## config.mk

```make
export PLATFORM = sky130hd
export DESIGN_NAME = fcui_top
export DESIGN_NICKNAME = d
export VERILOG_FILES = /design/src/rtl/fcui_pkg.sv /design/src/rtl/fcui_decode.sv /design/src/rtl/fcui_engine.sv /design/src/rtl/fcui_readout.sv /design/src/rtl/fcui_top.sv
export SDC_FILE = /design/constraint.sdc
export NUM_CORES = 1
export LEC_CHECK = 0
export ABC_AREA = 1
export BUFFER_PORTS_ARGS = -buffer_cell sky130_fd_sc_hd__buf_2
export CAP_MARGIN = 20
export CELL_PAD_IN_SITES_DETAIL_PLACEMENT = 0
export CELL_PAD_IN_SITES_GLOBAL_PLACEMENT = 2
export CORE_MARGIN = 4
export CORE_UTILIZATION = 25
export CTS_CLUSTER_DIAMETER = 80
export DETAILED_ROUTE_END_ITERATION = 10
export GPL_ROUTABILITY_DRIVEN = 0
export MAX_ROUTING_LAYER = met4
export PLACE_DENSITY_LB_ADDON = 0.1
export SLEW_MARGIN = 5
export SYNTH_ARGS = -nofsm -noshare
export SYNTH_HDL_FRONTEND = slang
export SYNTH_SLANG_ARGS = --single-unit
```

## constraint.sdc

```tcl
create_clock -name clk -period 1.35 [get_ports clk]
set_input_delay 0 -clock clk [delete_from_list [all_inputs] [get_ports clk]]
set_output_delay 0 -clock clk [all_outputs]
set_load 0.01 [all_outputs]
```

## src/rtl/fcui_pkg.sv

```systemverilog
`timescale 1ns/1ps
package fcui_pkg;
  typedef enum logic [1:0] {
    MODE_ARRAY  = 2'd0,
    MODE_IDENT  = 2'd1,
    MODE_QUERY  = 2'd2,
    MODE_STATUS = 2'd3
  } rmode_e;

  typedef enum logic [1:0] {
    SQ_IDLE  = 2'd0,
    SQ_PROG  = 2'd1,
    SQ_ERASE = 2'd2,
    SQ_LOCK  = 2'd3
  } seq_e;

  localparam logic [7:0] C_ARRAY   = 8'hFF;
  localparam logic [7:0] C_IDENT   = 8'h90;
  localparam logic [7:0] C_QUERY   = 8'h98;
  localparam logic [7:0] C_STATUS  = 8'h70;
  localparam logic [7:0] C_CLEAR   = 8'h50;
  localparam logic [7:0] C_PROG_A  = 8'h40;
  localparam logic [7:0] C_PROG_B  = 8'h10;
  localparam logic [7:0] C_ERASE   = 8'h20;
  localparam logic [7:0] C_CONFIRM = 8'hD0;
  localparam logic [7:0] C_SUSPEND = 8'hB0;
  localparam logic [7:0] C_LOCK    = 8'h60;
  localparam logic [7:0] C_LK_SET  = 8'h01;
  localparam logic [7:0] C_LK_DOWN = 8'h2F;
endpackage

```

## src/rtl/fcui_decode.sv

```systemverilog
`timescale 1ns/1ps
module fcui_decode
  import fcui_pkg::*;
(
  input  logic       clk,
  input  logic       rst_n,
  input  logic       wr_valid,
  input  logic [7:0] wr_data,
  input  logic       eng_busy,
  input  logic       eng_susp,
  output rmode_e     mode,
  output logic       seq_idle,
  output logic       err_erase,
  output logic       err_prog,
  output logic       start_prog,
  output logic       start_erase,
  output logic       suspend_req,
  output logic       resume_req
);
  seq_e seq_q;
  logic first;

  assign first       = wr_valid && (seq_q == SQ_IDLE);
  assign seq_idle    = (seq_q == SQ_IDLE);
  assign start_prog  = wr_valid && (seq_q == SQ_PROG);
  assign start_erase = wr_valid && (seq_q == SQ_ERASE) && (wr_data == C_CONFIRM);
  assign suspend_req = first && (wr_data == C_SUSPEND);
  assign resume_req  = first && (wr_data == C_CONFIRM);

  always_ff @(posedge clk or negedge rst_n) begin
    if (!rst_n) begin
      seq_q     <= SQ_IDLE;
      mode      <= MODE_ARRAY;
      err_erase <= 1'b0;
      err_prog  <= 1'b0;
    end else if (wr_valid) begin
      unique case (seq_q)
        SQ_IDLE: begin
          case (wr_data)
            C_ARRAY:  mode <= MODE_ARRAY;
            C_IDENT:  mode <= MODE_IDENT;
            C_QUERY:  mode <= MODE_QUERY;
            C_STATUS: mode <= MODE_STATUS;
            C_CLEAR: begin
              err_erase <= 1'b0;
              err_prog  <= 1'b0;
            end
            C_PROG_A, C_PROG_B: if (!eng_busy) seq_q <= SQ_PROG;
            C_ERASE:  if (!eng_busy && !eng_susp) seq_q <= SQ_ERASE;
            C_LOCK:   seq_q <= SQ_LOCK;
            default:  ;
          endcase
        end
        SQ_PROG: begin
          seq_q <= SQ_IDLE;
          mode  <= MODE_STATUS;
        end
        SQ_ERASE: begin
          seq_q <= SQ_IDLE;
          mode  <= MODE_STATUS;
          if (wr_data != C_CONFIRM) begin
            err_erase <= 1'b1;
            err_prog  <= 1'b1;
          end
        end
        SQ_LOCK: begin
          seq_q <= SQ_IDLE;
          if (!(wr_data inside {C_LK_SET, C_CONFIRM, C_LK_DOWN})) begin
            err_erase <= 1'b1;
            err_prog  <= 1'b1;
            mode      <= MODE_STATUS;
          end
        end
        default: seq_q <= SQ_IDLE;
      endcase
    end
  end

  // a first-cycle clear leaves both error bits low on the next cycle
  assert_clear_errors_R2: assert property (@(posedge clk) disable iff (!rst_n)
    (first && wr_data == C_CLEAR) |=> (!err_erase && !err_prog));

  // a wrong erase confirm raises both error bits
  assert_bad_confirm_R5: assert property (@(posedge clk) disable iff (!rst_n)
    (wr_valid && seq_q == SQ_ERASE && wr_data != C_CONFIRM) |=> (err_erase && err_prog));
endmodule

```

## src/rtl/fcui_engine.sv

```systemverilog
`timescale 1ns/1ps
module fcui_engine #(
  parameter int AW           = 20,
  parameter int PROG_CYCLES  = 8,
  parameter int ERASE_CYCLES = 40
) (
  input  logic          clk,
  input  logic          rst_n,
  input  logic          start_prog,
  input  logic          start_erase,
  input  logic          suspend_req,
  input  logic          resume_req,
  input  logic [AW-1:0] in_addr,
  input  logic [7:0]    in_data,
  output logic          busy,
  output logic          e_susp,
  output logic          p_active,
  output logic          op_start,
  output logic          op_erase,
  output logic [AW-1:0] op_addr,
  output logic [7:0]    op_data,
  output logic          op_done
);
  localparam int MAXC = (ERASE_CYCLES > PROG_CYCLES) ? ERASE_CYCLES : PROG_CYCLES;
  localparam int CW   = $clog2(MAXC + 1);
  localparam logic [CW-1:0] P_LOAD = CW'(PROG_CYCLES);
  localparam logic [CW-1:0] E_LOAD = CW'(ERASE_CYCLES);
  localparam logic [CW-1:0] ONE    = CW'(1);

  logic [CW-1:0] p_cnt, e_cnt;
  logic          e_active;
  logic          sus_eff, res_eff, p_fin, e_fin, e_run;

  assign e_run   = e_active && !e_susp;
  assign busy    = p_active || e_run;
  assign sus_eff = suspend_req && e_run;
  assign res_eff = resume_req && e_susp && !p_active;
  assign p_fin   = !start_prog && p_active && (p_cnt == ONE);
  assign e_fin   = !start_erase && e_run && !sus_eff && (e_cnt == ONE);

  always_ff @(posedge clk or negedge rst_n) begin
    if (!rst_n) begin
      p_active <= 1'b0;
      p_cnt    <= '0;
    end else if (start_prog) begin
      p_active <= 1'b1;
      p_cnt    <= P_LOAD;
    end else if (p_active) begin
      if (p_fin) p_active <= 1'b0;
      else       p_cnt    <= p_cnt - ONE;
    end
  end

  always_ff @(posedge clk or negedge rst_n) begin
    if (!rst_n) begin
      e_active <= 1'b0;
      e_susp   <= 1'b0;
      e_cnt    <= '0;
    end else if (start_erase) begin
      e_active <= 1'b1;
      e_susp   <= 1'b0;
      e_cnt    <= E_LOAD;
    end else if (e_run) begin
      if (sus_eff)    e_susp   <= 1'b1;
      else if (e_fin) e_active <= 1'b0;
      else            e_cnt    <= e_cnt - ONE;
    end else if (res_eff) begin
      e_susp <= 1'b0;
    end
  end

  always_ff @(posedge clk or negedge rst_n) begin
    if (!rst_n) begin
      op_start <= 1'b0;
      op_done  <= 1'b0;
      op_erase <= 1'b0;
      op_addr  <= '0;
      op_data  <= '0;
    end else begin
      op_start <= start_prog || start_erase;
      op_done  <= p_fin || e_fin;
      if (start_prog || start_erase) begin
        op_erase <= start_erase;
        op_addr  <= in_addr;
        op_data  <= in_data;
      end
    end
  end

  // a parked erase keeps its remaining count until resumed
  assert_susp_frozen_R6: assert property (@(posedge clk) disable iff (!rst_n)
    (e_susp && !res_eff && !start_erase) |=> $stable(e_cnt));

  // the program and an unsuspended erase never run together
  assert_single_op_R7: assert property (@(posedge clk) disable iff (!rst_n)
    !(p_active && e_run));

  // completion is reported only once the engine has gone idle
  assert_done_idle_R3: assert property (@(posedge clk) disable iff (!rst_n)
    op_done |-> !busy);
endmodule

```

## src/rtl/fcui_readout.sv

```systemverilog
`timescale 1ns/1ps
module fcui_readout
  import fcui_pkg::*;
#(
  parameter int         AW       = 20,
  parameter logic [7:0] MFR_CODE = 8'hA7,
  parameter logic [7:0] DEV_CODE = 8'h5C
) (
  input  rmode_e        mode,
  input  logic [AW-1:0] rd_addr,
  input  logic          busy,
  input  logic          e_susp,
  input  logic          err_erase,
  input  logic          err_prog,
  output logic [7:0]    rd_data
);
  function automatic logic [7:0] query_byte(input logic [AW-1:0] a);
    logic [7:0] v;
    v = 8'h00;
    if (a == AW'(8'h10)) v = 8'h51;
    if (a == AW'(8'h11)) v = 8'h52;
    if (a == AW'(8'h12)) v = 8'h59;
    if (a == AW'(8'h3A)) v = 8'h66;
    return v;
  endfunction

  always_comb begin
    unique case (mode)
      MODE_IDENT:  rd_data = (rd_addr == AW'(0)) ? MFR_CODE :
                             (rd_addr == AW'(1)) ? DEV_CODE : 8'h00;
      MODE_QUERY:  rd_data = query_byte(rd_addr);
      MODE_STATUS: rd_data = {!busy, e_susp, err_erase, err_prog, 4'b0000};
      default:     rd_data = 8'h00;
    endcase
  end
endmodule

```

## src/rtl/fcui_top.sv

```systemverilog
`timescale 1ns/1ps
module fcui_top
  import fcui_pkg::*;
#(
  parameter int         AW           = 20,
  parameter int         PROG_CYCLES  = 8,
  parameter int         ERASE_CYCLES = 40,
  parameter logic [7:0] MFR_CODE     = 8'hA7,
  parameter logic [7:0] DEV_CODE     = 8'h5C
) (
  input  logic          clk,
  input  logic          rst_n,
  input  logic          wr_valid,
  input  logic [AW-1:0] wr_addr,
  input  logic [7:0]    wr_data,
  input  logic [AW-1:0] rd_addr,
  output logic [1:0]    rd_mode,
  output logic [7:0]    rd_data,
  output logic          op_start,
  output logic          op_erase,
  output logic [AW-1:0] op_addr,
  output logic [7:0]    op_data,
  output logic          op_suspended,
  output logic          op_done
);
  rmode_e mode;
  logic seq_idle, err_erase, err_prog;
  logic start_prog, start_erase, suspend_req, resume_req;
  logic busy, e_susp, p_active;

  fcui_decode u_dec (
    .clk, .rst_n, .wr_valid, .wr_data,
    .eng_busy(busy), .eng_susp(e_susp),
    .mode, .seq_idle, .err_erase, .err_prog,
    .start_prog, .start_erase, .suspend_req, .resume_req
  );

  fcui_engine #(.AW(AW), .PROG_CYCLES(PROG_CYCLES), .ERASE_CYCLES(ERASE_CYCLES)) u_eng (
    .clk, .rst_n, .start_prog, .start_erase, .suspend_req, .resume_req,
    .in_addr(wr_addr), .in_data(wr_data),
    .busy, .e_susp, .p_active,
    .op_start, .op_erase, .op_addr, .op_data, .op_done
  );

  fcui_readout #(.AW(AW), .MFR_CODE(MFR_CODE), .DEV_CODE(DEV_CODE)) u_rd (
    .mode, .rd_addr, .busy, .e_susp, .err_erase, .err_prog, .rd_data
  );

  assign rd_mode      = mode;
  assign op_suspended = e_susp;

  // reads show status in the cycle an operation is reported started
  assert_start_status_R9: assert property (@(posedge clk) disable iff (!rst_n)
    op_start |-> (mode == MODE_STATUS));

  // a first-cycle confirm resumes a parked erase when no program runs
  assert_resume_R8: assert property (@(posedge clk) disable iff (!rst_n)
    (wr_valid && seq_idle && wr_data == C_CONFIRM && e_susp && !p_active) |=> !e_susp);
endmodule

```

# --- Word level (Yosys, flattened, before mapping) ---
# Index checks and enable logic that the tools add are counted.
word_totals:
  latchBits: 0
  elab_cells: 132
  romBits: 0
  output_inout_bits: 42
  memories: 0
  ff_bits: 51
  ramBits: 0
  inputBits: 51
classes:
  n_lt_le_gt_ge: 0
  multipliers: 0
  reduce_logical: 43
  n_eq_ne: 38
  add_sub_neg: 2
  bitwise_logic: 0
  mux: 36
  shift: 0
  div: 0
ops:
  columns: ["op", "count"]
  rows:
  - ["20-bit by 5-bit equality test with 1-bit output (second input constant)", 3]
  - ["6-bit 2-to-1 mux", 7]
  - ["8-bit equality test (second input constant)", 5]
  - ["7-bit 2-to-1 mux", 5]
  - ["8-bit by 7-bit equality test with 1-bit output (second input constant)", 4]
  - ["8-bit one-hot mux with 3 select lines", 1]
  - ["20-bit by 1-bit equality test with 1-bit output (second input constant)", 1]
  - ["20-bit by 6-bit equality test with 1-bit output (second input constant)", 1]
  - ["20-bit zero test", 1]
  - ["8-bit by 6-bit equality test with 1-bit output (second input constant)", 2]
  - ["1-bit logical AND", 16]
  - ["1-bit 2-to-1 mux", 14]
  - ["6-bit by 1-bit equality test with 1-bit output (second input constant)", 2]
  - ["2-bit one-hot mux with 3 select lines", 2]
  - ["6-bit by 1-bit subtractor with 6-bit output (second input constant)", 2]
  - ["3-bit AND reduction", 3]
  - ["3-bit nonzero test", 3]
  - ["2-bit equality test (second input constant)", 4]
  - ["8-bit by 1-bit equality test with 1-bit output (second input constant)", 1]
  - ["8-bit by 5-bit equality test with 1-bit output (second input constant)", 1]
  - ["8-bit 2-to-1 mux", 1]
  - ["2-bit by 1-bit inequality test with 1-bit output (second input constant)", 4]
  - ["8-bit inequality test (second input constant)", 1]
  - ["2-bit one-hot mux with 4 select lines", 1]
  - ["other kinds (19)", 34]

# --- Longest topological paths before layout ---
# Gate-level depths: netlist of run 1.
depth:
  word_depth: 11
  depth_mapped: 10
  ltp_nobuf: 10

# --- Hierarchy ---
# A second synthesis of run 1 with hierarchy kept.
hier_totals:
  cells_unflattened: 424
  hier_area_um2: 3054.2
by_module_without_submodules:
  columns: ["module", "area_each_um2", "cells_each", "seq_area_each_um2", "instances"]
  rows:
  - ["fcui_engine", 2122.0, 246, 1151.1, 1]
  - ["fcui_decode", 588.1, 107, 125.1, 1]
  - ["fcui_readout", 344.1, 71, 0.0, 1]

# --- Worst setup path before layout of run 1 ---
# Ideal clock, no wire load.
synth_path:
  path_type: "flip-flop to flip-flop"
  from: "register u_dec.seq_q[0]"
  to: "register u_eng.e_cnt[0]"
  n_path_buf: 0
  stages_incl_launch_ff: 9
  period_less_slack_ns: 1.378
  required_time_ns: 1.233
  arrival_ns: 1.261
  setup_ns: 0.117
  path_slack_ns: -0.028
  path_cell_list: "dfrtp_1 -> nor2_1 -> inv_1 -> nor2_2 -> nand4_1 -> nand3_2 -> nand2_1 -> nand2_1 -> nand2_1"
synth_via:
  elab_chain_len: 9
  elab_cells_between_ends: 17
  classes_between: "eq/ne (3); mux (1); reduce/logical (13)"
synth_rtl:
  columns: ["element", "line_no", "text"]
  rows:
  - ["start, declared", "fcui_decode.sv:20", "seq_e seq_q;"]
  - ["start signal, assigned", "fcui_decode.sv:32", "seq_q <= SQ_IDLE;"]
  - ["start signal, assigned", "fcui_decode.sv:48", "C_PROG_A, C_PROG_B: if (!eng_busy) seq_q <= SQ_PROG;"]
  - ["start signal, assigned", "fcui_decode.sv:49", "C_ERASE: if (!eng_busy && !eng_susp) seq_q <= SQ_ERASE;"]
  - ["2-bit equality test or 2-bit zero test (tied branches)", null, null]
  - ["1-bit logical AND (on tied branches)", "fcui_decode.sv:26, fcui_decode.sv:23", null]
  - ["1-bit logical AND (on tied branches)", "fcui_decode.sv:26, fcui_decode.sv:27", null]
  - ["1-bit zero test or 1-bit logical AND (tied branches)", "fcui_engine.sv:39, fcui_engine.sv:36", null]
  - ["1-bit logical AND or 1-bit zero test (tied branches)", "fcui_engine.sv:39", "assign e_fin = !start_erase && e_run && !sus_eff && (e_cnt == ONE);"]
  - ["1-bit logical AND (2 in series)", "fcui_engine.sv:39", null]
  - ["2-bit by 1-bit inequality test with 1-bit output (no line)", null, null]
  - ["3-bit AND reduction (no line)", null, null]
  - ["end signal, assigned", "fcui_engine.sv:66", "else e_cnt <= e_cnt - ONE;"]
  - ["end, declared", "fcui_engine.sv:30", "logic [CW-1:0] p_cnt, e_cnt;"]
# Parallel ways exist; a longest one is shown, timed or not.
# A chain may end at the register's enable or synchronous reset.

# --- Worst setup path in the final report of run 1 ---
layout_path:
  from: "register u_dec.seq_q[0]"
  to: "register u_eng.op_data[4]"
layout_via:
  elab_chain_len: 4
  elab_cells_between_ends: 6
  classes_between: "eq/ne (2); reduce/logical (4)"
layout_rtl:
  columns: ["element", "line_no", "text"]
  rows:
  - ["2-bit equality test", "fcui_decode.sv:26", "assign start_erase = wr_valid && (seq_q == SQ_ERASE) && (wr_data == C_CONFIRM);"]
  - ["1-bit logical AND (2 in series)", "fcui_decode.sv:26", null]
  - ["1-bit logical OR *", "fcui_engine.sv:82", "if (start_prog || start_erase) begin"]
  - ["end signal, assigned", "fcui_engine.sv:85", "op_data <= in_data;"]
  - ["end, declared", "fcui_engine.sv:21", "output logic [7:0] op_data,"]
# Every way passes the cells marked *; elsewhere a longest branch is shown, timed or not.

==> qor.txt, run 1 <==
Status -> finished with violations
Failing checks -> negative setup slack
DRC errors left -> 0
Clock power frac -> 0.169
Most frequent cells in the layout -> 114 x nand2_1, 92 x buf_2, 50 x dfrtp_1
Via Count -> 3230
Crit-path cells -> buf_6 > nor2_4 > nand4_4 > nand2_8 > buf_12 > nor2_4 > a21oi_2
Num CTS Buffers -> 5
Die area -> 13740 sq um
Worst-path maximum fanout -> 7
# setup viols final -> 49
Final worst setup slack -> -0.1137 ns
Hold Path Stages -> 3
Clk pin slew, worst setup/hold paths -> 0.08 ns
Antenna diode count -> 0
Synth Area in XOR/XNOR -> 0.01762
Max rail drop VDD -> 774.3 uV
Stages on worst setup path -> 7
Cell variety after synth -> 29
R2R cell count -> 7
Worst hold slack -> 0.004335 ns
Share of layout cells above drive strength 1 -> 0.4406
Synth Warn # -> 0
Largest net degree at the start of global routing -> 34
Die X-Extent -> 117.2 microns
Compound-gate portion of the synthesized area -> 0.03903
FF+latch count, synth -> 51
I/O Buffers -> 92
Initial Utilization -> 0.2578
# fillers -> 1188
Mapped Cells -> 418
Max frequency -> 0.6832 GHz
Root Driver -> clkbuf_16
Mapped Area -> 2982 sq um
Crit path DAT -> 1.69 ns
H-tree levels -> 2
Syn avg cell area -> 7.133 sq um
Fin crit share -> 1.084
Row count -> 39
Worst hold path type -> in -> reg
Cell mode on critical path -> nor2_4
Maximum clock path buffer count -> 2
Post-DRT Antenna Nets -> 0
Worst-margin pin slew -> 0.4587 ns
Vias per inst -> 4.461
Skew final -> 0.006519 ns
Die Y -> 117.2 microns
Leakage power -> 2.583 nW
Initial antenna violation count -> 0
Initial detailed-routing violation count -> 117
Reg power frac -> 0.306
Sw Share -> 0.4057
Critical Path Max Stage Delay -> 0.45 ns
DR WL/cell -> 13.48 microns
Core area -> 11560 sq um
Setup CP Type -> reg -> reg
Critical Path RT -> 1.57 ns
RSZ-0062 raised after global routing -> true
Largest family of logic cells by synthesized area -> simple AND/OR/NAND/NOR gates
Buffers plus inverters on the worst setup path -> 2
Adder-cell share of the synthesized area -> 0.01679
Final Hold Fails -> 0
Post-synthesis simple-gate area fraction -> 0.4188
Most common cell after layout, fill and taps aside -> nand2_1
Power Dens Cells -> 1810 nW/um^2
NetSw -> 3.629 mW
Total global-route track usage -> 0.1474
MaxCap Viol Count -> 0
Syn_nets -> 473
Hpwl dp -> 6831 microns
Global route overflow -> 0
Fin crit period -> 1.464 ns
Mux cell area share after synthesis -> 0
First-pass GRT wire length -> 15600 microns
Final #Nets -> 635
P&R area growth vs syn -> 65.76%
Setup TNS Final -> -3.338 ns
Reg-to-reg slack, setup -> -0.11 ns
Register area share after synthesis -> 0.4280
Combinational share of power -> 0.525
Ports -> 93
Pins Over Slew Limit -> 0
Vias in the first global route -> 3272
Worst-Skew Late Latency -> 0.30 ns
Slew headroom -> 0.6942
CP delay by family, top -> simple AND/OR/NAND/NOR gates
First-pass DRT Iterations -> 4
CTS tree -> yes
Clock sinks -> 51
CP max-delay cell -> dfrtp_2
CP Launch Type -> flip-flop
Total Routed Length -> 9760 microns
Crit end category -> flip-flop
Pint -> 5.315 mW
Yosys cell counts, drive strengths merged:
cell type	number	area [sq um]
a21boi	1	7.510
a21oi	8	43.79
and2	1	6.260
buf	11	75.07
clkinv	1	5.000
dfrtp	51	1276
ha	4	50.05
inv	42	157.6
nand2	136	525.5
nand3	56	285.3
nand3b	2	15.01
nand4	11	83.83
nor2	68	285.3
nor3	6	41.29
o21ai	13	65.06
or2	1	6.260
xor2	6	52.55
power groups by stage:
stage	Clock, mW	Combinational, mW	Sequential (mW)
after floorplan	0	1.90	2.79
after global placement	0	3.54	2.60
after detailed placement	0	3.57	2.59
after CTS	1.57	4.31	2.65
after global routing	1.62	5.23	2.82
final	1.51	4.70	2.73
worst reg2reg max path: stages (launching register included):
cell,delay [ns]
dfrtp_2,0.45
buf_6,0.13
nor2_4,0.13
nand4_4,0.18
nand2_8,0.18
buf_12,0.16
nor2_4,0.04
a21oi_2,0.10
per-stage QoR:
| step | worst slack [ns] | power (mW) | instances | cell area (sq um) | utilization |
|---|---|---|---|---|---|
| floorplan | 0.005950 | 4.692 | 418 | 2984 | - |
| global placement | -0.04181 | 6.148 | 675 | 3846 | 0.3326 |
| detailed placement | -0.04846 | 6.162 | 675 | 3846 | 0.3326 |
| CTS | -0.1513 | 8.535 | 721 | 4731 | 0.4091 |
| global route | -0.2371 | 9.660 | 724 | 4942 | 0.4274 |
| finish | -0.1137 | 8.943 | 724 | 4942 | 0.4274 |
metal layers:
layer	up-vias	track usage	wire [microns]
li1	1647	-	-
met5	-	-	0
met3	7	0.02571	449
met1	1509	0.1898	4445
met2	67	0.2425	4755
met4	0	0.03364	111
cells by family (layout without fill, tap and decap cells):
kind of cell / count (synthesis) / after routing
xor gates and xnor gates: 6 / 6
DFF: 51 / 51
buffers and inverters: 54 / 217
adders and majority gates: 4 / 4
AOI/OAI and AO/OA: 22 / 22
and+or+nand+nor: 281 / 281
path summary, 6_finish.rpt:
kind                            startpoint               end
min in group asynchronous            rst_n   u_dec.err_erase
setup / recovery            u_dec.seq_q[0]  u_eng.op_data[4]
max in group asynchronous            rst_n  u_eng.op_addr[9]
setup reg to reg            u_dec.seq_q[0]  u_eng.op_data[4]
hold reg to reg            u_dec.err_erase   u_dec.err_erase
hold / removal                  wr_data[1]  u_eng.op_data[1]
registers in the layout, indices dropped and copies added (netlist names), 2 cells and up:
name and count:
u_eng.op_addr 20, u_dec.seq_q 2, u_eng.e_cnt 6, u_eng.op_data 8, u_eng.p_cnt 6, u_dec.mode 2
area by class of cell:
cell class / instances / area, sq um / area share
Timing Repair Buffer: 166 / 1262 / 0.2554
Clock inverter: 3 / 46.29 / 0.009367
Inverter: 43 / 165.2 / 0.03342
Tap cell: 143 / 178.9 / 0.03620
Multi-Input combinational cell: 313 / 1887 / 0.3818
Clock buffer: 5 / 125.1 / 0.02532
Sequential cell: 51 / 1277 / 0.2585
what timing repair did:
item,CTS,global route
endpoints found under the setup margin,50,59
hold buffers,22,0
gates resized for setup,75,65
hold endpoints to repair,72,0
gates cloned,5,1
buffers inserted,11,6
pin swaps,34,25
(Power assumes the default switching activity.)
==> inputs of run 2 (changes only) <==
--- a/config.mk
+++ b/config.mk
@@ -20,4 +20,5 @@
 export SLEW_MARGIN = 5
 export SYNTH_ARGS = -nofsm -noshare
 export SYNTH_HDL_FRONTEND = slang
+export SYNTH_HIERARCHICAL = 1
 export SYNTH_SLANG_ARGS = --single-unit
==> run 2 against run 1 <==
Compared with the run above:
- the flow still finishes with violations (negative setup slack)
- non-clock buffer count up 9
- hold slack improved by 0.0090 ns
- sequential power is 9.2% lower
- via count shrank 1.1%
- total power is 15% lower
- first-iteration DRC count shrank 7.7%
- cell count is 3.5% higher
- core utilization shrank 1.6 points
- synthesized area grew 2.4%
- sequential share of layout area is 0.15 points higher
- largest cell class unchanged
- highest routed layer unchanged
==> qor.txt, run 2 <==
Vias per inst -> 4.267 (-4.4%)
Final worst setup slack -> -0.1712 ns (-0.05744 ns)
Critical Path RT -> 1.54 ns (-0.03 ns)
Sw Share -> 0.3752 (-0.03052)
Row count -> 40 (+2.6%)
FF+latch count, synth -> 51 (unchanged)
Syn_nets -> 479 (+1.3%)
Root Driver -> clkbuf_16
Mapped Area -> 3054 sq um (+2.4%)
Status -> finished with violations
Largest net degree at the start of global routing -> 52 (+53%)
Failing checks -> negative setup slack
Most common cell after layout, fill and taps aside -> nand2_1
Final Hold Fails -> 0 (unchanged)
Largest registers -> u_eng/op_addr x20, u_eng/op_data x8
First-pass DRT Iterations -> 4 (unchanged)
Crit end category -> flip-flop
Max reg flops -> 20 (unchanged)
P&R area growth vs syn -> 61.20%
Combinational share of power -> 0.478 (-0.047)
H-tree levels -> 2 (unchanged)
# setup viols final -> 55 (+12%)
Post-DRT Antenna Nets -> 0 (unchanged)
Register area share after synthesis -> 0.4179 (-0.01017)
Initial detailed-routing violation count -> 108 (-7.7%)
Synth Warn # -> 6 (+6)
Maximum clock path buffer count -> 2 (unchanged)
Vias in the first global route -> 3222 (-1.5%)
Fin crit share -> 1.127 (+0.04255)
First-pass GRT wire length -> 15010 microns (-3.8%)
Clk pin slew, worst setup/hold paths -> 0.07 ns (about the same)
Initial antenna violation count -> 0 (unchanged)
Commonest cells post-synth -> 174 x nand2_1, 51 x dfrtp_1, 46 x nor2_1, 32 x nand3_1, 29 x inv_1
EDFF count, synth -> 0 (unchanged)
Share of layout cells above drive strength 1 -> 0.4601 (+0.01951)
Die Y -> 118.5 microns (+1.1%)
Asr flop ratio synth -> 1.000 (unchanged)
I/O Buffers -> 92 (unchanged)
Clock sinks -> 51 (unchanged)
Power Dens Cells -> 1546 nW/um^2 (-15%)
Slew headroom -> 0.7631 (+0.06892)
Worst hold path type -> in -> reg
Total global-route track usage -> 0.1307 (-0.01669)
Final #Nets -> 656 (+3.3%)
DR WL/cell -> 11.79 microns (-13%)
Total Routed Length -> 8833 microns (-9.5%)
Cell variety after synth -> 34 (+17%)
Final core occ -> 0.4116 (-0.01574)
Die area -> 14050 sq um (+2.3%)
Setup TNS Final -> -5.968 ns (-2.630 ns)
Most flops, register -> u_eng/op_addr
Num CTS Buffers -> 5 (unchanged)
Pins Over Slew Limit -> 0 (unchanged)
Reg power frac -> 0.325 (+0.019)
Fin crit period -> 1.521 ns (+0.05744 ns)
Core area -> 11960 sq um (+3.4%)
Worst-Skew Late Latency -> 0.29 ns (about the same)
NetSw -> 2.856 mW (-21%)
Leakage power -> 2.607 nW (+0.94%)
Count leader, synth -> nand2_1
Cell taking the most area after synthesis -> dfrtp_1
Mapped Cells -> 424 (+1.4%)
Max rail drop VDD -> 824.7 uV (+6.5%)
# fillers -> 1245 (+4.8%)
DRC errors left -> 0 (unchanged)
Worst-path maximum fanout -> 5 (-2)
MaxCap Viol Count -> 0 (unchanged)
Crit path DAT -> 1.71 ns (+0.02 ns)
Worst-margin pin slew -> 0.3553 ns (-0.1034 ns)
Non-filler cells, final -> 749 (+3.5%)
Power, Total -> 7.611 mW (-15%)
CP Launch Type -> flip-flop
Skew final -> 0.004383 ns (-0.002136 ns)
Ports -> 93 (unchanged)
Top_reg_cell synth -> dfrtp_1
Clock power frac -> 0.197 (+0.028)
RSZ-0062 raised after global routing -> true
Hpwl dp -> 6268 microns (-8.2%)
Setup CP Type -> reg -> reg
CTS tree -> yes
Placed Cells -> 697 (+3.3%)
Synth area leaders -> dfrtp_1 42%, nand2_1 21%, nor2_1 5.7%, nand3_1 5.2%, inv_1 3.6%
Die X-Extent -> 118.5 microns (+1.1%)
Antenna diode count -> 0 (unchanged)
Syn avg cell area -> 7.203 sq um (+0.98%)
Initial Utilization -> 0.2553 (-0.002482)
Global route overflow -> 0 (unchanged)
Max frequency -> 0.6574 GHz (-3.8%)
Synth top area share -> 0.4179 (-0.01017)
Via Count -> 3196 (-1.1%)
Most frequent cells in the layout -> 137 x nand2_1, 90 x buf_2, 48 x dfrtp_1
Pint -> 4.755 mW (-11%)
-- run 2: cell types whose count changed after synthesis, sizes merged, moves of 2 or more --
cell   delta
nand2    +50
nand4     -7
or2       +2
nand3    -21
nor2      -7
a21oi     -2
buf       -4
xor2      -3
inv       -3
-- run 2: worst paths after layout --
check,startpoint,cells past startpoint,slack (ns),endpoint
hold reg to reg,u_eng/op_erase,2,0.47,u_eng/op_erase
min in group asynchronous,rst_n,3,0.22,u_eng/e_cnt[4]
max in group asynchronous,rst_n,3,0.84,u_dec/mode[0]
hold / removal,wr_valid,3,0.01,u_dec/mode[0]
setup reg to reg,u_dec/seq_q[0],10,-0.17,u_eng/e_cnt[3]
setup / recovery,u_dec/seq_q[0],10,-0.17,u_eng/e_cnt[3]
-- run 2: logic make-up after synthesis --
family	Yosys count	share of synthesized area
buf+inv	46	0.06513
compound gates	22	0.04834
simple gates	298	0.4437
xor+xnor	3	0.008605
flops	51	0.4179
fa+ha+maj	4	0.01639
-- run 2: metal layers --
layer	part of all wire	GRT usage
met5	0	-
met4	0.013	0.03548
met3	0.052	0.02919
met2	0.46	0.2135
met1	0.48	0.1637
-- run 2: metrics by stage --
step	worst slack, ns	instance area (sq um)	hold WS (ns)
floorplan	-0.1449	3092	-0.2956
global placement	-0.1227	4046	0.02434
detailed placement	-0.1784	4046	0.02604
CTS	-0.1726	4631	0.001753
global route	-0.2444	4923	0.03922
finish	-0.1712	4923	0.01329
-- run 2: area by class of cell --
class	instances	area [sq um]	area share
inverters	39	153.9	0.03126
flip-flops and latches	51	1280	0.2600
repair buffers	175	1308	0.2656
multi-input cells	329	1824	0.3705
clock inverters	2	35.03	0.007116
well taps	147	183.9	0.03736
clock buffers	6	138.9	0.02821
-- run 2: worst max-delay path, stage by stage (launching register included) --
cell and delay [ns]:
dfrtp_2 0.45, nor2_4 0.13, nand3_2 0.10, nor3_4 0.23
inv_2 0.09, nand3_4 0.07, nor2_4 0.04, nand2_4 0.10
nand2_8 0.08, nand2_1 0.07, nand2_1 0.05
-- run 2: repair_timing --
item                                    in CTS  in global routing
hold buffers                                23                  0
endpoints found under the setup margin      53                 58
setup buffers                               10                  7
cloned                                       2                  3
hold endpoints to repair                    73                  0
resized for setup                           15                 54
pin swaps                                    7                 11
-- run 2: power by group through the flow --
stage               registers (mW)  logic, mW  clock network (mW)
floorplan                     2.69       1.44                   0
global placement              2.50       2.94                   0
detailed placement            2.49       2.94                   0
CTS                           2.46       3.30                1.57
global route                  2.57       4.04                1.62
finish                        2.48       3.64                1.50
==> inputs of run 3 (changes only) <==
--- a/config.mk
+++ b/config.mk
@@ -7,11 +7,12 @@
 export LEC_CHECK = 0
 export ABC_AREA = 1
 export BUFFER_PORTS_ARGS = -buffer_cell sky130_fd_sc_hd__buf_2
-export CAP_MARGIN = 20
+export CAP_MARGIN = 5
 export CELL_PAD_IN_SITES_DETAIL_PLACEMENT = 0
 export CELL_PAD_IN_SITES_GLOBAL_PLACEMENT = 2
 export CORE_MARGIN = 4
-export CORE_UTILIZATION = 25
+export CORE_UTILIZATION = 26
+export CTS_BUF_LIST = sky130_fd_sc_hd__clkbuf_8
 export CTS_CLUSTER_DIAMETER = 80
 export DETAILED_ROUTE_END_ITERATION = 10
 export GPL_ROUTABILITY_DRIVEN = 0
==> run 3 against run 2 <==
Compared with the run above:
- the run still ends with negative setup slack left
- register-to-register slack worse by 0.04 ns
- non-clock buffer count up 4
- cell count decreased by 0.13%
- global-route usage rose by 1.4 points
- clock skew up 0.0023 ns
- via count rose by 1.2%
- first-iteration DRC count is 4.6% higher
- die area shrank 3.6%
- sequential power hardly changed
- worst setup slack got worse by 0.038 ns
- critical path depth up 1
- count of clock-buffer cells in the layout decreased by 1
==> qor.txt, run 3 (same netlist as run 2, synthesis figures left out) <==
Status -> finished with violations
Failing checks -> negative setup slack
Ports -> 93 (unchanged)
Global route overflow -> 0 (unchanged)
Row count -> 39 (-2.5%)
Hold Path Stages -> 4 (+1)
Most flops, register -> u_eng/op_addr
Clock power frac -> 0.135 (-0.062)
Reg power frac -> 0.346 (+0.021)
CTS tree -> yes
Power Dens Cells -> 1474 nW/um^2 (-4.7%)
Die X-Extent -> 116.4 microns (-1.8%)
Largest registers -> u_eng/op_addr x20, u_eng/op_data x8
Worst-Skew Late Latency -> 0.32 ns (+0.03 ns)
Total Routed Length -> 9144 microns (+3.5%)
Critical Path RT -> 1.57 ns (+0.03 ns)
Slew headroom -> 0.7334 (-0.02976)
# setup viols final -> 57 (+3.6%)
MaxCap Viol Count -> 0 (unchanged)
Num CTS Buffers -> 5 (unchanged)
Via Count -> 3233 (+1.2%)
H-tree levels -> 2 (unchanged)
NetSw -> 2.889 mW (+1.2%)
Fin crit share -> 1.155 (+0.02806)
Hpwl dp -> 6307 microns (+0.63%)
Leakage power -> 2.574 nW (-1.3%)
Post-DRT Antenna Nets -> 0 (unchanged)
Max reg flops -> 20 (unchanged)
Skew final -> 0.006652 ns (+0.002269 ns)
DR WL/cell -> 12.22 microns (+3.7%)
Clk pin slew, worst setup/hold paths -> 0.11 ns (+0.04 ns)
Worst-margin pin slew -> 0.3999 ns (+0.04463 ns)
Max frequency -> 0.6414 GHz (-2.4%)
Pins Over Slew Limit -> 0 (unchanged)
Antenna diode count -> 0 (unchanged)
P&R area growth vs syn -> 58.09%
Die area -> 13540 sq um (-3.6%)
Final worst setup slack -> -0.2090 ns (-0.03788 ns)
Core area -> 11470 sq um (-4.1%)
R2R cell count -> 11 (+1)
Max rail drop VDD -> 787.7 uV (-4.5%)
Placed Cells -> 689 (-1.1%)
Vias in the first global route -> 3321 (+3.1%)
Worst Hold End -> u_dec/mode[1]
Fin crit period -> 1.559 ns (+0.03788 ns)
Worst hold path type -> in -> reg
Worst-path maximum fanout -> 5 (unchanged)
Reg-to-reg slack, setup -> -0.21 ns (-0.04 ns)
Pint -> 4.226 mW (-11%)
DP Area -> 3999 sq um (-1.2%)
RSZ-0062 raised after global routing -> true
CP Launch Type -> flip-flop
Final #Nets -> 659 (+0.46%)
DRC errors left -> 0 (unchanged)
Maximum clock path buffer count -> 2 (unchanged)
Crit end category -> flip-flop
I/O Buffers -> 92 (unchanged)
Initial antenna violation count -> 0 (unchanged)
Die Y -> 116.4 microns (-1.8%)
First-pass GRT wire length -> 15260 microns (+1.7%)
Power, Total -> 7.115 mW (-6.5%)
Root Driver -> clkbuf_8
Largest net degree at the start of global routing -> 52 (unchanged)
First-pass DRT Iterations -> 4 (unchanged)
Worst hold slack -> 0.01829 ns (+0.005002 ns)
Final Hold Fails -> 0 (unchanged)
Crit path DAT -> 1.78 ns (+0.07 ns)
Share of layout cells above drive strength 1 -> 0.4512 (-0.008893)
Sw Share -> 0.4061 (+0.03088)
Combinational share of power -> 0.519 (+0.041)
Initial detailed-routing violation count -> 113 (+4.6%)
Non-filler cells, final -> 748 (-0.13%)
Initial Utilization -> 0.2663 (+0.01100)
Most common cell after layout, fill and taps aside -> nand2_1
Reg2reg start -> u_dec/seq_q[0]
Most frequent cells in the layout -> 141 x nand2_1, 90 x buf_2, 48 x dfrtp_1
Vias per inst -> 4.322 (+1.3%)
Reg2reg end -> u_eng/e_cnt[2]
Cell area after layout -> 4828 sq um (-1.9%)
Setup CP Type -> reg -> reg
Clock sinks -> 51 (unchanged)
Total global-route track usage -> 0.1443 (+0.01360)
Worst hold start -> wr_valid
-- run 3: cell count changes in the layout (fill, tap and decap cells not counted), sizes merged --
cell,before,now
inv,39,40
bufinv,1,0
nor2,62,61
dlygate4sd3,23,29
clkbuf,8,5
clkinv,1,2
-- run 3: final cells by class --
type	instances	area (sq um)
Clock buffer	5	68.82
Fill cell	1193	6639
Clock inverter	3	22.52
Multi-Input combinational cell	328	1815
Timing Repair Buffer	179	1309
Tap cell	143	178.9
Inverter	39	153.9
Sequential cell	51	1280
-- run 3: repair_timing --
action,in CTS,in global routing
setup endpoints to repair,54,59
resized for setup,47,38
hold endpoints to repair,80,0
hold buffers,29,0
gates cloned,3,1
pin swaps,16,17
buffers inserted,19,3
-- run 3: metal layers --
layer / global-route usage / wire, microns / up-vias / part of all wire
li1: - / - / 1681 / -
met1: 0.1850 / 4445 / 1483 / 0.49
met2: 0.2376 / 4172 / 60 / 0.46
met3: 0.02228 / 408 / 9 / 0.045
met4: 0.03944 / 117 / 0 / 0.013
met5: - / 0 / - / 0
-- run 3: worst max-delay path by stage --
stage,start,endpoint,slack (ns)
floorplan,u_dec/seq_q[0],u_eng/e_cnt[2],-0.14
global placement,u_dec/seq_q[0],u_eng/e_cnt[3],-0.14
detailed placement,u_dec/seq_q[0],u_eng/e_cnt[3],-0.17
CTS,u_dec/mode[0],rd_data[1],-0.24
global route,u_dec/seq_q[0],u_eng/e_cnt[3],-0.31
finish,u_dec/seq_q[0],u_eng/e_cnt[2],-0.21
-- run 3: power by group through the flow --
| stage | clock (mW) | combinational (mW) | sequential (mW) |
|---|---|---|---|
| CTS | 1.04 | 3.56 | 2.45 |
| global placement | 0 | 2.87 | 2.48 |
| global route | 1.09 | 4.12 | 2.54 |
| finish | 0.960 | 3.69 | 2.46 |
| floorplan | 0 | 1.44 | 2.69 |
| detailed placement | 0 | 2.88 | 2.49 |
-- run 3: worst max-delay path, stage by stage, from the launching register on --
cell,delay (ns)
dfrtp_1,0.43
buf_6,0.14
nor2_4,0.11
nand3_2,0.09
nor3_4,0.17
inv_2,0.08
nand3_4,0.07
nor2_4,0.04
nand2_4,0.11
nand2_8,0.09
nand2_2,0.08
o21ai_2,0.05
-- run 3: metrics by stage --
stage          TNS (ns)    util  setup WS (ns)
2_1_floorplan    -4.320       -        -0.1449
3_3_place_gp     -3.156  0.3487        -0.1440
3_5_place_dp     -4.284  0.3487        -0.1742
4_1_cts          -4.382  0.4105        -0.2366
5_1_grt          -10.92  0.4211        -0.3063
6_report         -5.132  0.4211        -0.2090
